**src/rtl/sdram_colgen_pkg.sv**
```systemverilog
package sdram_colgen_pkg;

  typedef enum logic [2:0] {
    LEN_1    = 3'b000,
    LEN_2    = 3'b001,
    LEN_4    = 3'b010,
    LEN_8    = 3'b011,
    LEN_PAGE = 3'b111
  } len_code_e;

endpackage

```
**src/rtl/colgen_cfg_decode.sv**
```systemverilog
module colgen_cfg_decode
  import sdram_colgen_pkg::*;
#(
  parameter int COL_W = 9
) (
  input  logic [2:0]       len_code,
  input  logic             ilv_req,
  output logic [COL_W-1:0] wrap_mask,
  output logic             page_mode,
  output logic             ilv_eff
);

  always_comb begin
    wrap_mask = '0;
    page_mode = 1'b0;
    ilv_eff   = ilv_req;
    case (len_code)
      LEN_2:    wrap_mask = COL_W'(1);
      LEN_4:    wrap_mask = COL_W'(3);
      LEN_8:    wrap_mask = COL_W'(7);
      LEN_PAGE: begin
        wrap_mask = '1;
        page_mode = 1'b1;
        ilv_eff   = 1'b0;
      end
      default:  wrap_mask = '0;
    endcase
  end

endmodule

```
**src/rtl/colgen_addr_order.sv**
```systemverilog
module colgen_addr_order #(
  parameter int COL_W = 9
) (
  input  logic [COL_W-1:0] base_col,
  input  logic [COL_W-1:0] beat_num,
  input  logic [COL_W-1:0] wrap_mask,
  input  logic             ilv,
  output logic [COL_W-1:0] beat_col
);

  logic [COL_W-1:0] seq_low;
  logic [COL_W-1:0] xor_low;

  assign seq_low = base_col + beat_num;
  assign xor_low = base_col ^ beat_num;

  for (genvar b = 0; b < COL_W; b++) begin : g_bit
    always_comb begin
      if (!wrap_mask[b])
        beat_col[b] = base_col[b];
      else if (ilv)
        beat_col[b] = xor_low[b];
      else
        beat_col[b] = seq_low[b];
    end
  end

endmodule

```
**src/rtl/sdram_col_burst_gen.sv**
```systemverilog
module sdram_col_burst_gen #(
  parameter int COL_W = 9
) (
  input  logic             clk,
  input  logic             rst,
  input  logic             cmd_start,
  input  logic [COL_W-1:0] start_col,
  input  logic [2:0]       len_code,
  input  logic             interleave,
  input  logic             burst_stop,
  output logic             col_valid,
  output logic [COL_W-1:0] col_addr,
  output logic             col_last
);

  logic [COL_W-1:0] dec_mask;
  logic             dec_page;
  logic             dec_ilv;

  logic [COL_W-1:0] base_q;
  logic [COL_W-1:0] mask_q;
  logic [COL_W-1:0] beat_q;
  logic             page_q;
  logic             ilv_q;

  logic [COL_W-1:0] nxt_beat;
  logic [COL_W-1:0] nxt_col;

  colgen_cfg_decode #(.COL_W(COL_W)) u_decode (
    .len_code  (len_code),
    .ilv_req   (interleave),
    .wrap_mask (dec_mask),
    .page_mode (dec_page),
    .ilv_eff   (dec_ilv)
  );

  assign nxt_beat = beat_q + COL_W'(1);

  colgen_addr_order #(.COL_W(COL_W)) u_order (
    .base_col  (base_q),
    .beat_num  (nxt_beat),
    .wrap_mask (mask_q),
    .ilv       (ilv_q),
    .beat_col  (nxt_col)
  );

  always_ff @(posedge clk) begin
    if (rst) begin
      base_q    <= '0;
      mask_q    <= '0;
      beat_q    <= '0;
      page_q    <= 1'b0;
      ilv_q     <= 1'b0;
      col_valid <= 1'b0;
      col_addr  <= '0;
      col_last  <= 1'b0;
    end else if (cmd_start) begin
      base_q    <= start_col;
      mask_q    <= dec_mask;
      beat_q    <= '0;
      page_q    <= dec_page;
      ilv_q     <= dec_ilv;
      col_valid <= 1'b1;
      col_addr  <= start_col;
      col_last  <= !dec_page && (dec_mask == '0);
    end else if (burst_stop) begin
      col_valid <= 1'b0;
      col_last  <= 1'b0;
    end else if (col_valid && !col_last) begin
      beat_q    <= nxt_beat;
      col_addr  <= nxt_col;
      col_last  <= !page_q && (nxt_beat == mask_q);
    end else begin
      col_valid <= 1'b0;
      col_last  <= 1'b0;
    end
  end

endmodule

```
**config.mk**
```make
export PLATFORM = sky130hd
export DESIGN_NAME = sdram_col_burst_gen
export DESIGN_NICKNAME = d
export VERILOG_FILES = /design/src/rtl/sdram_colgen_pkg.sv /design/src/rtl/colgen_cfg_decode.sv /design/src/rtl/colgen_addr_order.sv /design/src/rtl/sdram_col_burst_gen.sv
export SDC_FILE = /design/constraint.sdc
export NUM_CORES = 1
export LEC_CHECK = 0
export BUFFER_PORTS_ARGS = -buffer_cell sky130_fd_sc_hd__buf_4
export CORE_ASPECT_RATIO = 0.9
export CORE_MARGIN = 3
export CORE_UTILIZATION = 64
export CTS_BUF_LIST = sky130_fd_sc_hd__clkbuf_4
export DETAILED_ROUTE_END_ITERATION = 7
export HOLD_SLACK_MARGIN = 0.03
export PLACE_DENSITY = 0.95
export SKIP_LAST_GASP = 1
export SYNTH_ARGS = -nofsm -noshare
export SYNTH_HDL_FRONTEND = slang
export SYNTH_SLANG_ARGS = --single-unit
export TNS_END_PERCENT = 20
```
**constraint.sdc**
```tcl
create_clock -name clk -period 5.7 [get_ports clk]
set_input_delay 0.57 -clock clk [delete_from_list [all_inputs] [get_ports clk]]
set_output_delay 0.57 -clock clk [all_outputs]
set_load 0.01 [all_outputs]
```
==> impl_metrics.csv <==
group,metric,value,unit
job,maxCapViolations,0,
power_and_ir_drop,power_density,233,nW/um2
sta,slew_headroom,0.522,
place,placed_cell_area,2260,um2
yosys,netlist_top_cells_area,"dfxtp_1 33%, ha_1 6.7%, nor2_1 5.6%, xor2_1 5.1%, a21oi_1 4.8%",
sta,fin_crit,2.70,ns
yosys,synth_compound_area_frac,0.183,
yosys,yosys-top-cells-count,"34 x dfxtp_1, 31 x nor2_1, 20 x a21oi_1",
place,portBuffers,27,
finish,drive_gt1_frac,0.156,
routing,drtPass1Iterations,4,
sta,finClkSkew,0.00295,ns
yosys,ys_async_sr_fraction,0,
grt,grt_pass1_vias,1624,
grt,antenna_found_initial,0,
power_and_ir_drop,pwr-share-comb,0.132,
yosys,synth.largest_area_cell,"dfxtp_1",
routing,wl,4500,um
sta,period_share,0.474,
place,finalWeightedCongestion,0.888,
yosys,synth-edff-count,0,
cts,numCtsBuffers,5,
sta,fmax,370,MHz
yosys,syn-num-nets,276,
grt,grt_pass1_wl,7570,um
yosys,yosysSeqAreaShare,0.329,
cts,cts_resized,0,
floorplan,fp.dieH,59.9,um
power_and_ir_drop,ir_drop,0.000167,V
critical_path,required,5.93,ns
floorplan,rows,18,
cts,clk_latency,0.33,ns
finish,nFillCells,194,
yosys,ys_seq_elements,34,
critical_path,cp_data_arrival_time,2.93,ns
sta,final_hold_viol_count,0,
cts,hold_buffers,0,
finish,layout.nets,297,
cts,postCtsSetupBuffers,0,
power_and_ir_drop,clockPowerShare,0.398,
power_and_ir_drop,p_int,0.000418,W
sta,final-setup-viol-count,0,
power_and_ir_drop,swShare,0.241,
floorplan,initial_utilization,0.712,
place,dp_hpwl,3170,um
sta,tightestPinTransition,0.718,ns
yosys,synth_top_area_frac,0.329,
yosys,dominantRegCellSynth,"dfxtp_1",
yosys,synth_top_family_by_area,"simple AND/OR/NAND/NOR gates",
power_and_ir_drop,power_leakage,0.992,nW
floorplan,coreArea,2910,um2
sta,rsz0062_at_grt,"no",
cts,clock_sinks,34,
floorplan,die_w,65.9,um
yosys,yosysWarnings,0,
cts,root_buffer,"clkbuf_4",
yosys,synthCells,247,
sta,final.setup.tns,0,ns
finish,multiInputGateArea,1290,um2
critical_path,worstPathMaxFanout,6,
hold_path,whs_path_depth,3,
finish,post-route-util,0.812,
hold_path,hp-class,"in -> reg",
sta,slew_viol_final,0,
yosys,syn_area,2070,um2
floorplan,io_pins,28,
power_and_ir_drop,p_sw,0.000132,W
routing,num_vias,1835,
critical_path,path_class,"reg -> reg",
finish,antenna_cells,0,
grt,grt_overflow,0,
routing,dr.first_iter.drc_count,132,
routing,drc,0,
cts,cts_tree,"built",
critical_path,r2r_cells,9,
critical_path,critPathCaptureType,"register",
finish,layout-area-overhead-vs-synth,14.0,%
routing,vias_per_cell,5.94,
yosys,synthAdderAreaFrac,0.0762,
cts,clk_pin_slew_worst_paths,0.11,ns
finish,seqCellArea,681,um2
yosys,syn-mean-instance-area,8.38,um2
cts,h-tree-depth,2,
routing,antenna_left,0,
run_status,status,"complete, no violations",
critical_path,startpoint_type,"register",
yosys,synth_xor_area_frac,0.0973,
power_and_ir_drop,p_seq_frac,0.470,
yosys,synth-simple-area-share,0.214,
yosys,synth_mux_area_frac,0.0538,
grt,grt_max_degree,42,
yosys,yosysMostFrequentCell,"dfxtp_1",
grt,grtUsageTotal,0.251,
routing,wl_per_cell,14.6,um
finish,final_area,2360,um2
yosys,yosysUniqueCellTypes,47,
floorplan,die-area,3950,um2
cts,clk_path_buf_depth,2,
## power groups by stage
stage	registers [W]	logic, W	clock network, W
5_1_grt	0.000260	0.0000807	0.000235
2_1_floorplan	0.000263	0.0000448	0
3_3_place_gp	0.000263	0.0000699	0
4_1_cts	0.000259	0.0000729	0.000222
6_report	0.000259	0.0000730	0.000219
3_5_place_dp	0.000264	0.0000724	0
## kinds of logic (layout without fill, tap and decap cells)
| family | after synthesis | count (layout) |
|---|---|---|
| AND/OR/NAND/NOR | 89 | 89 |
| AO/OA/AOI/OAI | 56 | 56 |
| flip-flops | 34 | 34 |
| XOR/XNOR | 23 | 23 |
| buffers and inverters | 22 | 44 |
| adder cells (fa/ha/maj) | 12 | 12 |
| multiplexers | 11 | 11 |
## critical path, cell delays in order, from the launching register on
cell and delay, ns:
dfxtp_1 0.51, and3_2 0.30, nand3_1 0.11, xnor2_1 0.33, ha_1 0.33, a211o_1 0.31
o31ai_2 0.20, xnor2_1 0.21, o221ai_1 0.15, o311a_1 0.15
## through the flow
step                      cells  total power, W  setup WS, ns  hold WS [ns]
after floorplan             247        0.000308          3.29         0.460
after global placement      301        0.000333          3.16         0.474
after detailed placement    301        0.000336          3.07         0.481
after CTS                   309        0.000554          3.04         0.468
after global routing        309        0.000576          2.82         0.475
final                       309        0.000551          3.00         0.474
## layer usage
metal	routed length, um	part of all wire	GRT usage
met2	2140	0.47	0.403
met3	276	0.061	0.0639
met4	49	0.011	0.0725
met5	0	0	0
met1	2040	0.45	0.334
## flip-flops by register name (all words and copies together) (netlist names)
signal and count:
col_valid 1, mask_q 4, col_addr 9, ilv_q 1, beat_q 9, col_last 1, base_q 9
## cell usage in the layout, fill, tap and decap left out, types with 2 or more instances in the layout
master,n
dfxtp_1,34
nand3_1,8
a211oi_1,3
o311a_1,2
nor2_2,2
nand2b_1,8
mux2i_1,10
nor2b_1,5
o21ai_0,6
a221oi_1,3
xor2_1,12
xnor2_1,11
nor2_1,31
buf_4,27
a21oi_2,2
inv_1,9
bufinv_16,2
a31oi_1,2
a211o_1,2
nor3_1,7
ha_1,11
a21o_1,5
clkbuf_4,5
nand2_1,15
a311oi_1,2
a21oi_1,20
nand4_1,5
## final timing paths
kind / startpoint / to / slack (ns)
setup / recovery: beat_q[2] / col_addr[8] / 3.00
hold / removal: start_col[0] / col_addr[0] / 0.47
setup reg to reg: beat_q[2] / col_addr[8] / 3.00
hold reg to reg: beat_q[1] / beat_q[1] / 0.49
## layout make-up
class | instances | area share
clock inverter | 3 | 0.0270
sequential | 34 | 0.288
multi-input combinational | 191 | 0.547
inverter | 9 | 0.0143
timing repair buffer | 27 | 0.0859
clock buffer | 5 | 0.0159
tap | 40 | 0.0212
(Power assumes the default switching activity.)
